## config.mk

```make
export PLATFORM = sky130hd
export DESIGN_NAME = sflash_cmd_front
export DESIGN_NICKNAME = d
export VERILOG_FILES = /design/src/rtl/sfcf_pkg.sv /design/src/rtl/sfcf_sync.sv /design/src/rtl/sfcf_rx.sv /design/src/rtl/sfcf_decode.sv /design/src/rtl/sfcf_tx.sv /design/src/rtl/sflash_cmd_front.sv
export SDC_FILE = /design/constraint.sdc
export NUM_CORES = 1
export LEC_CHECK = 0
export ABC_AREA = 1
export BUFFER_PORTS_ARGS = -buffer_cell sky130_fd_sc_hd__buf_2
export CAP_MARGIN = 20
export CORE_MARGIN = 2
export CORE_UTILIZATION = 53
export DETAILED_ROUTE_END_ITERATION = 10
export PLACE_DENSITY = 0.71
export SETUP_SLACK_MARGIN = 0.4
export SLEW_MARGIN = 25
export SYNTH_ARGS = -nofsm -noshare
export SYNTH_HDL_FRONTEND = slang
export SYNTH_SLANG_ARGS = --single-unit
```

## constraint.sdc

```tcl
create_clock -name clk_i -period 2.87 [get_ports clk_i]
set_input_delay 0.1435 -clock clk_i [delete_from_list [all_inputs] [get_ports clk_i]]
set_output_delay 0.1435 -clock clk_i [all_outputs]
set_load 0.01 [all_outputs]
```

## src/rtl/sfcf_pkg.sv

```systemverilog
package sfcf_pkg;
  localparam logic [7:0] OPC_SEC_RD = 8'h77;
  localparam logic [7:0] OPC_XFER   = 8'h53;
  localparam logic [7:0] OPC_CMP    = 8'h60;
  localparam int unsigned CMD_BITS  = 32;
  localparam int unsigned OPC_BITS  = 8;
  localparam int unsigned ADR_BITS  = CMD_BITS - OPC_BITS;
endpackage

```

## src/rtl/sfcf_sync.sv

```systemverilog
module sfcf_sync #(
  parameter int unsigned STAGES = 2
) (
  input  logic clk_i,
  input  logic rst_ni,
  input  logic cs_ni,
  input  logic sck_i,
  input  logic si_i,
  output logic cs_q_o,
  output logic si_q_o,
  output logic sck_rise_o,
  output logic sck_fall_o,
  output logic cs_rise_o
);
  logic [STAGES-1:0] cs_p, sck_p, si_p;
  logic cs_d, sck_d;

  for (genvar g = 0; g < STAGES; g++) begin : g_stage
    always_ff @(posedge clk_i or negedge rst_ni) begin
      if (!rst_ni) begin
        cs_p[g]  <= 1'b1;
        sck_p[g] <= 1'b0;
        si_p[g]  <= 1'b0;
      end else if (g == 0) begin
        cs_p[g]  <= cs_ni;
        sck_p[g] <= sck_i;
        si_p[g]  <= si_i;
      end else begin
        cs_p[g]  <= cs_p[(g == 0) ? 0 : g-1];
        sck_p[g] <= sck_p[(g == 0) ? 0 : g-1];
        si_p[g]  <= si_p[(g == 0) ? 0 : g-1];
      end
    end
  end

  always_ff @(posedge clk_i or negedge rst_ni) begin
    if (!rst_ni) begin
      cs_d  <= 1'b1;
      sck_d <= 1'b0;
    end else begin
      cs_d  <= cs_p[STAGES-1];
      sck_d <= sck_p[STAGES-1];
    end
  end

  assign cs_q_o     = cs_p[STAGES-1];
  assign si_q_o     = si_p[STAGES-1];
  assign sck_rise_o = sck_p[STAGES-1] & ~sck_d & ~cs_q_o;
  assign sck_fall_o = ~sck_p[STAGES-1] & sck_d & ~cs_q_o;
  assign cs_rise_o  = cs_q_o & ~cs_d;
endmodule

```

## src/rtl/sfcf_rx.sv

```systemverilog
module sfcf_rx
  import sfcf_pkg::*;
(
  input  logic                clk_i,
  input  logic                rst_ni,
  input  logic                cs_q_i,
  input  logic                si_q_i,
  input  logic                sck_rise_i,
  output logic                full_o,
  output logic [OPC_BITS-1:0] opcode_o,
  output logic [ADR_BITS-1:0] addr_o
);
  localparam int unsigned CNT_W = $clog2(CMD_BITS + 1);

  logic [CNT_W-1:0]    cnt_q;
  logic [CMD_BITS-1:0] shreg_q;

  assign full_o = (cnt_q == CNT_W'(CMD_BITS));

  always_ff @(posedge clk_i or negedge rst_ni) begin
    if (!rst_ni) begin
      cnt_q   <= '0;
      shreg_q <= '0;
    end else if (cs_q_i) begin
      cnt_q <= '0;
    end else if (sck_rise_i && !full_o) begin
      shreg_q <= {shreg_q[CMD_BITS-2:0], si_q_i};
      cnt_q   <= cnt_q + 1'b1;
    end
  end

  assign opcode_o = shreg_q[CMD_BITS-1 -: OPC_BITS];
  assign addr_o   = shreg_q[ADR_BITS-1:0];
endmodule

```

## src/rtl/sfcf_decode.sv

```systemverilog
module sfcf_decode
  import sfcf_pkg::*;
#(
  parameter int unsigned PAGE_W  = 10,
  parameter int unsigned STD_LSB = 9,
  parameter int unsigned BIN_LSB = 8
) (
  input  logic                clk_i,
  input  logic                rst_ni,
  input  logic                cs_rise_i,
  input  logic                full_i,
  input  logic [OPC_BITS-1:0] opcode_i,
  input  logic [ADR_BITS-1:0] addr_i,
  input  logic                page_mode_i,
  output logic                rd_active_o,
  output logic                start_o,
  output logic                op_cmp_o,
  output logic [PAGE_W-1:0]   page_o
);
  logic [PAGE_W-1:0] page_sel;
  logic              is_launch, launch;

  always_comb begin
    page_sel  = page_mode_i ? addr_i[BIN_LSB +: PAGE_W] : addr_i[STD_LSB +: PAGE_W];
    is_launch = (opcode_i == OPC_XFER) || (opcode_i == OPC_CMP);
    launch    = cs_rise_i && full_i && is_launch;
  end

  assign rd_active_o = full_i && (opcode_i == OPC_SEC_RD);

  always_ff @(posedge clk_i or negedge rst_ni) begin
    if (!rst_ni) begin
      start_o  <= 1'b0;
      op_cmp_o <= 1'b0;
      page_o   <= '0;
    end else begin
      start_o <= launch;
      if (launch) begin
        op_cmp_o <= (opcode_i == OPC_CMP);
        page_o   <= page_sel;
      end
    end
  end
endmodule

```

## src/rtl/sfcf_tx.sv

```systemverilog
module sfcf_tx #(
  parameter int unsigned SEC_BYTES = 128,
  parameter int unsigned SEC_MUL   = 37,
  parameter int unsigned SEC_ADD   = 165,
  parameter logic [7:0]  FILL      = 8'hFF
) (
  input  logic clk_i,
  input  logic rst_ni,
  input  logic rd_active_i,
  input  logic sck_fall_i,
  output logic so_o,
  output logic so_oe_o
);
  localparam int unsigned AW    = $clog2(SEC_BYTES);
  localparam int unsigned IDX_W = $clog2(SEC_BYTES + 1);

  logic [7:0]       sec_mem [SEC_BYTES];
  logic [IDX_W-1:0] byte_idx_q;
  logic [2:0]       bit_pos_q;
  logic             so_q;
  logic [7:0]       cur_byte;

  for (genvar g = 0; g < SEC_BYTES; g++) begin : g_sec
    assign sec_mem[g] = 8'((g * SEC_MUL + SEC_ADD) % 256);
  end

  assign cur_byte = (byte_idx_q < IDX_W'(SEC_BYTES)) ? sec_mem[byte_idx_q[AW-1:0]] : FILL;

  always_ff @(posedge clk_i or negedge rst_ni) begin
    if (!rst_ni) begin
      byte_idx_q <= '0;
      bit_pos_q  <= '0;
      so_q       <= 1'b0;
    end else if (!rd_active_i) begin
      byte_idx_q <= '0;
      bit_pos_q  <= '0;
      so_q       <= 1'b0;
    end else if (sck_fall_i) begin
      so_q      <= cur_byte[3'd7 - bit_pos_q];
      bit_pos_q <= bit_pos_q + 1'b1;
      // saturate at the end: later bytes read as fill
      if (bit_pos_q == 3'd7 && byte_idx_q != IDX_W'(SEC_BYTES))
        byte_idx_q <= byte_idx_q + 1'b1;
    end
  end

  assign so_oe_o = rd_active_i;
  assign so_o    = rd_active_i & so_q;
endmodule

```

## src/rtl/sflash_cmd_front.sv

```systemverilog
module sflash_cmd_front
  import sfcf_pkg::*;
#(
  parameter int unsigned SYNC_STAGES = 2,
  parameter int unsigned PAGE_W      = 10,
  parameter int unsigned SEC_BYTES   = 128
) (
  input  logic              clk_i,
  input  logic              rst_ni,
  input  logic              cs_ni,
  input  logic              sck_i,
  input  logic              si_i,
  input  logic              page_mode_i,
  output logic              so_o,
  output logic              so_oe_o,
  output logic              start_o,
  output logic              op_cmp_o,
  output logic [PAGE_W-1:0] page_o
);
  logic cs_q, si_q, sck_rise, sck_fall, cs_rise;
  logic cmd_full, rd_active;
  logic [OPC_BITS-1:0] opcode;
  logic [ADR_BITS-1:0] addr;

  sfcf_sync #(.STAGES(SYNC_STAGES)) u_sync (
    .clk_i, .rst_ni, .cs_ni, .sck_i, .si_i,
    .cs_q_o(cs_q), .si_q_o(si_q), .sck_rise_o(sck_rise),
    .sck_fall_o(sck_fall), .cs_rise_o(cs_rise)
  );

  sfcf_rx u_rx (
    .clk_i, .rst_ni, .cs_q_i(cs_q), .si_q_i(si_q), .sck_rise_i(sck_rise),
    .full_o(cmd_full), .opcode_o(opcode), .addr_o(addr)
  );

  sfcf_decode #(.PAGE_W(PAGE_W)) u_dec (
    .clk_i, .rst_ni, .cs_rise_i(cs_rise), .full_i(cmd_full),
    .opcode_i(opcode), .addr_i(addr), .page_mode_i,
    .rd_active_o(rd_active), .start_o, .op_cmp_o, .page_o
  );

  sfcf_tx #(.SEC_BYTES(SEC_BYTES)) u_tx (
    .clk_i, .rst_ni, .rd_active_i(rd_active), .sck_fall_i(sck_fall),
    .so_o, .so_oe_o
  );
endmodule

```

After elaboration in Yosys (flattened, before gate mapping)

Memory sizes are Yosys's and may differ from the RTL's.
Index checks and enable logic that the tools add are counted.
Widths: inputs -> output; s select.

Register bits after elaboration: 70
Memory bits (read-only): 1024
Bits of input ports: 6
Output and inout port bits: 14
Logic and storage cells: 68
Memories: 1

Memory list:

| name             | depth | width | read ports | clocked after memory_dff | write ports | RTL line      | source |
|---|---|---|---|---|---|---|---|
| (name not given) | 128   | 8     | 1          | 0                        | 0           | sfcf_tx.sv:27 | `assign cur_byte = (byte_idx_q < IDX_W'(SEC_BYTES)) ? sec_mem[byte_idx_q[AW-1:0]] : FILL;` |

Add/sub/neg operators: 4
$lt $le $gt $ge: 3
Eq/ne operators: 8
Muxes and demuxes: 15
Bitwise logic cells: 11
Reduce and logical (&&, ||, !) cells: 10

Operators by type and width:

| kind                | number |
|---|---|
| $mux 8              | 6 |
| $eq 8x7->1 const B  | 3 |
| $mux 6              | 2 |
| $mux 10             | 1 |
| $add 8x1->8 const B | 1 |
| $ge 8x8->1 const B  | 1 |
| $lt 8x8->1 const B  | 1 |
| $ne 8x8->1 const B  | 1 |
| $not 7->8           | 1 |
| $add 6x1->6 const B | 1 |
| $and 1x1->1         | 6 |
| $eq 6x6->1 const B  | 1 |
| $mux 3              | 2 |
| $logic_and 1x1->1   | 5 |
| $lt 3x4->1 const B  | 1 |
| $ne 2x2->1 const B  | 2 |
| $not 1->1           | 4 |
| $reduce_and 2->1    | 2 |
| $add 3x1->3 const B | 1 |
| $bmux 1 s3          | 1 |
| $eq 3x3->1 const B  | 1 |
| $mux 1              | 3 |
| $sub 3x3->3 const A | 1 |
| $reduce_bool 2->1   | 1 |
| other kinds (2)     | 2 |

Logic depth before layout (Yosys ltp)

Depth in word-level cells: 9
Mapped depth: 18
Gate-level depth less buffers: 18

By module

Synthesis repeated with hierarchy kept, for this count alone.

Cell total of the unflattened synthesis: 551
Area total of the unflattened synthesis: 4102.7 um^2

By module, submodules not included:

| module      | times used | cells an instance | area each (um^2) | sequential area each (um^2) |
|---|---|---|---|---|
| sfcf_rx     | 1          | 196               | 1714.1           | 950.9 |
| sfcf_tx     | 1          | 243               | 1481.4           | 300.3 |
| sfcf_decode | 1          | 98                | 680.7            | 300.3 |
| sfcf_sync   | 1          | 14                | 226.5            | 203.9 |

Worst setup path before layout

OpenSTA, ideal clock, no wires.

Path type: register to register
Start: register u_tx.byte_idx_q[0]
End: register u_tx.so_q
Library setup time: 0.116 ns
Arrival: 1.907 ns
Required time: 2.754 ns
Path slack: 0.846 ns
Stages on the path, launching flop included: 19
Path buffers: 0
Clock period less this slack: 2.024 ns
Path through: dfrtp_1 > inv_1 > ha_1 > inv_1 > nand2_1 > nand2_1 > nand2_1 > a21oi_1 > nand2_1 > nand2_1 > inv_1 > nand2_1 > nand2_1 > nand3_1 > nand2_1 > nand2_1 > nand2_1 > nand2_1 > nand2_1

Longest elaborated chain between the ends: 9
Elaborated cells between the ends (all ways): 10
Those cells by class: order compare: 1; mux: 7; bitwise: 1; memory: 1

Ends and longest elaborated chain:

| what                                      | RTL line      | source |
|---|---|---|
| from (decl)                               | sfcf_tx.sv:18 | `logic [IDX_W-1:0] byte_idx_q;` |
| from (signal assigned)                    | sfcf_tx.sv:43 | `byte_idx_q <= byte_idx_q + 1'b1;` |
| $not 7->8 (implied by the code)           | sfcf_tx.sv:27 |  |
| $mem_v2 128x8                             | --            |  |
| $mux 8 (implied by the code) (2 in a row) | sfcf_tx.sv:27 |  |
| $mux 8 (*)                                | sfcf_tx.sv:27 |  |
| $bmux 1 s3 (*)                            | sfcf_tx.sv:39 | `so_q <= cur_byte[3'd7 - bit_pos_q];` |
| $mux 1 (implied by the code) (*)          | sfcf_tx.sv:39 |  |
| $mux 1 (*)                                | sfcf_tx.sv:38 | `end else if (sck_fall_i) begin` |
| $mux 1 (*)                                | sfcf_tx.sv:34 | `end else if (!rd_active_i) begin` |
| to (signal assigned)                      | sfcf_tx.sv:39 |  |
| to (decl)                                 | sfcf_tx.sv:20 | `logic so_q;` |

Mark *: on every way between the ends. The rest lies on a longest branch, timed or not. The select of a mux whose other input is x is not followed.
A chain may end at the register's enable or synchronous reset.

Worst setup path after layout

Start: register u_tx.byte_idx_q[2]
End: register u_tx.so_q

Same word-level chain as after synthesis.

==> run summary <==
The average instance in the mapped netlist occupies 7.61 sq um. The worst-case hold slack was 0.282 ns; the number of hold-slack violations in the final timing report was 0. The first global-routing pass estimated 14200 um of wire.

The number of standard-cell rows in the floorplan came out at 31. The top cell types in the final layout, fill and taps aside, are sky130_fd_sc_hd__nand2_1 (186), sky130_fd_sc_hd__dfrtp_1 (65), sky130_fd_sc_hd__nand3_1 (49). The routed design has 8220 um of wire.

The repair_antennas step left the layout with diodes totalling 0. After clock tree synthesis, the clock-pin slew on the worst setup and hold paths is 0.09 ns. For the largest net degree at the start of global routing, the log shows 45. The horizontal die dimension was 89.5 um; the number of pins exceeding their max-slew limit in the final report was 0. After floorplanning, the core was sized to cover 7180 sq um. Dividing the detail-routed wire length by the instance count gives 13.0 um.

The floorplan die height is 89.5 um. Clock latency on the worst-skew pair, taken at its later pin, is 0.35 ns. Dividing the detail-routed via count by the number of cells gives 5.30. For this run, design rule violations remaining after detail routing come to 0.

Setup repair after global routing left no endpoint under its margin. STA classifies the critical path endpoint as a register. The worst pin sits at a relative slew slack of 52.7%. STA classifies the critical path startpoint as a register.

For the number of antenna violations at the first check in global routing, the log shows 0. Leaving out fill and tap cells, the most frequent cell in the layout is sky130_fd_sc_hd__nand2_1. The async set or reset register ratio after synthesis was 100%. The routed layout has 3360 vias.

Number of DRC violations after detailed-routing iteration 0: 345. The final layout contains 548 nets. The area growth from synthesis to final layout was 10.5%.

The count of nets left with antenna violations once routing finished came out at 0. The maximum count of clock buffers along a single path came out at 2. The root buffer selected by CTS is sky130_fd_sc_hd__clkbuf_8. The first-pass detailed-route iteration total was 5. The tools report the half-perimeter wire length after placement as 5720 um.

The most used flip-flop cell after synthesis is sky130_fd_sc_hd__dfrtp_1. The tool flagged a number of max-cap violations equal to 0. The synthesized design contains 0 enable-type register cells.

The worst setup skew after layout is 0.0160 ns. The kind of critical path was reg2reg. Yosys mapped the design onto 37 distinct sky130hd cell types. The type of the worst min-delay path was in2reg. The peak supply drop came out at 0.428 mV.

TritonCTS built the clock tree. For the routability congestion estimate from global placement, the log shows 0.980. The tools report the remaining global-route overflow as 0. In the final layout, the share of cells above drive strength 1 is 12.5%. The run finished with clean final reports. The total nets after synthesis came out at 527.

The number of global-route vias before repair came out at 3143. Setup violations remaining at the end of the flow were counted as 0. The post-route setup TNS was 0 ns; the actual transition at the worst max-transition pin was 0.709 ns.

In the synthesized netlist, the number of instances is 509. In this run the static leakage power is 2.14 nW. The synthesized design contains 70 register bits. Global routing used 22.9% of the available tracks across all layers.

The setup slack of the most critical reg-to-reg path is 0.63 ns, and the post-layout utilization of the core is 59.6%. Summing the sequential cell areas from Yosys gives 45.3% of the chip area. The Yosys step of the flow raised 0 warnings. In the finished design, the share of the clock period the worst path needs comes to 77.9%. The run gives 3.11 ns as the required time at the endpoint of the critical path. The mapped cell area is 3870 sq um, and the post-layout minimum cycle time is 2.24 ns. Pin placement for this block handled 20 I/O pins.

The initial utilization of the core area, before any placement, comes to 53.9%. Clock tree synthesis inserted a total of 9 buffers. Maximum level of the CTS H-tree: 3. Of all nets on the critical path, the largest fanout is 20. Derived from the worst setup path, the maximum achievable clock frequency is 0.447 GHz. The number of I/O port buffers was 19; the signal arrival time at the worst endpoint was 2.48 ns. For the count of clock tree sinks, the log shows 70. In this run the power density over the cells is 458 nW/um^2. The die covers 8000 sq um.
[cells in the mapped netlist (6+ instances only)]
master / number / area (sq um)
sky130_fd_sc_hd__nand3_1: 49 / 245
sky130_fd_sc_hd__inv_1: 45 / 169
sky130_fd_sc_hd__ha_1: 12 / 150
sky130_fd_sc_hd__nor2_1: 23 / 86.3
sky130_fd_sc_hd__dfrtp_1: 67 / 1680
sky130_fd_sc_hd__mux2i_1: 8 / 80.1
sky130_fd_sc_hd__nand2_2: 6 / 37.5
sky130_fd_sc_hd__o21ai_0: 31 / 155
sky130_fd_sc_hd__o21ai_1: 7 / 35.0
sky130_fd_sc_hd__nor3_1: 8 / 40.0
sky130_fd_sc_hd__nand2_1: 186 / 698
sky130_fd_sc_hd__clkbuf_1: 8 / 30.0
sky130_fd_sc_hd__a21oi_1: 14 / 70.1
[layer usage]
metal  up-vias  track usage (%)  share of wire (%)
met3        23             4.16                5.9
met5         -                0                  0
li1       1674                -                  -
met1      1542             33.5                 47
met2       121             34.3                 44
met4         0             8.28                2.2
[layout make-up]
class	count	area [sq um]
fill	672	2900
multi-input combinational	370	1810
sequential	70	1760
inverter	50	194
timing repair buffer	29	193
clock buffer	9	124
tap	99	124
clock inverter	7	77.6
[flip-flops by register name (all words and copies together) (netlist names), 2 cells and up]
| signal | count |
|---|---|
| u_dec.page_o | 10 |
| u_rx.cnt_q | 6 |
| u_rx.shreg_q | 32 |
| u_sync.sck_p | 2 |
| u_tx.bit_pos_q | 3 |
| u_tx.byte_idx_q | 8 |
[per-stage QoR]
step	cells	total power [mW]	setup slack (ns)	instance area, sq um
floorplan	509	1.10	0.846	3870
CTS	633	1.98	0.556	4270
global placement	613	1.14	0.632	4020
detailed placement	613	1.15	0.590	4020
finish	634	1.96	0.634	4280
global route	634	2.04	0.410	4280
[worst max-delay path: stages (launching register included)]
cell and delay [ns]:
sky130_fd_sc_hd__dfrtp_1 0.81, sky130_fd_sc_hd__ha_1 0.38, sky130_fd_sc_hd__nor2_1 0.09, sky130_fd_sc_hd__nor2_1 0.05
sky130_fd_sc_hd__nand2_1 0.08, sky130_fd_sc_hd__nand2_1 0.05, sky130_fd_sc_hd__nor2_1 0.11, sky130_fd_sc_hd__nor2_1 0.07
sky130_fd_sc_hd__nand2_1 0.07, sky130_fd_sc_hd__nand3_1 0.10, sky130_fd_sc_hd__nand3_1 0.10, sky130_fd_sc_hd__nand2_1 0.05
sky130_fd_sc_hd__nand2_1 0.05, sky130_fd_sc_hd__nand2_1 0.05, sky130_fd_sc_hd__nand2_1 0.05, sky130_fd_sc_hd__nand2_1 0.04
[cell families after synthesis]
family	share of synthesized area, %
flops	45.3
simple gates	32.5
fa+ha+maj	3.88
mux	2.07
compound gates	8.05
buf+inv	7.92
xor+xnor	0.226
[worst paths after layout]
check / start / end / cells after the start
max: u_tx.byte_idx_q[2] / u_tx.so_q / 15
min: page_mode_i / u_dec.page_o[9] / 3
max reg2reg: u_tx.byte_idx_q[2] / u_tx.so_q / 15
min reg2reg: u_sync.cs_p[0] / u_sync.cs_q_o / 0
max in group asynchronous: rst_ni / u_sync.cs_q_o / 3
min in group asynchronous: rst_ni / u_rx.shreg_q[19] / 2
[power breakdown]
| part | internal [mW] | switching, mW | total [mW] |
|---|---|---|---|
| clock network | 0.412 | 0.420 | 0.832 |
| registers | 1.02 | 0.0208 | 1.04 |
| logic | 0.0299 | 0.0545 | 0.0844 |
[repair_timing]
action / CTS / global route
resized for setup: 0 / 4
hold endpoints to repair: 28 / 0
setup buffers: 0 / 1
endpoints found under the setup margin: 0 / 2
hold buffers: 4 / 0
Power figures use the tool's default switching activity.
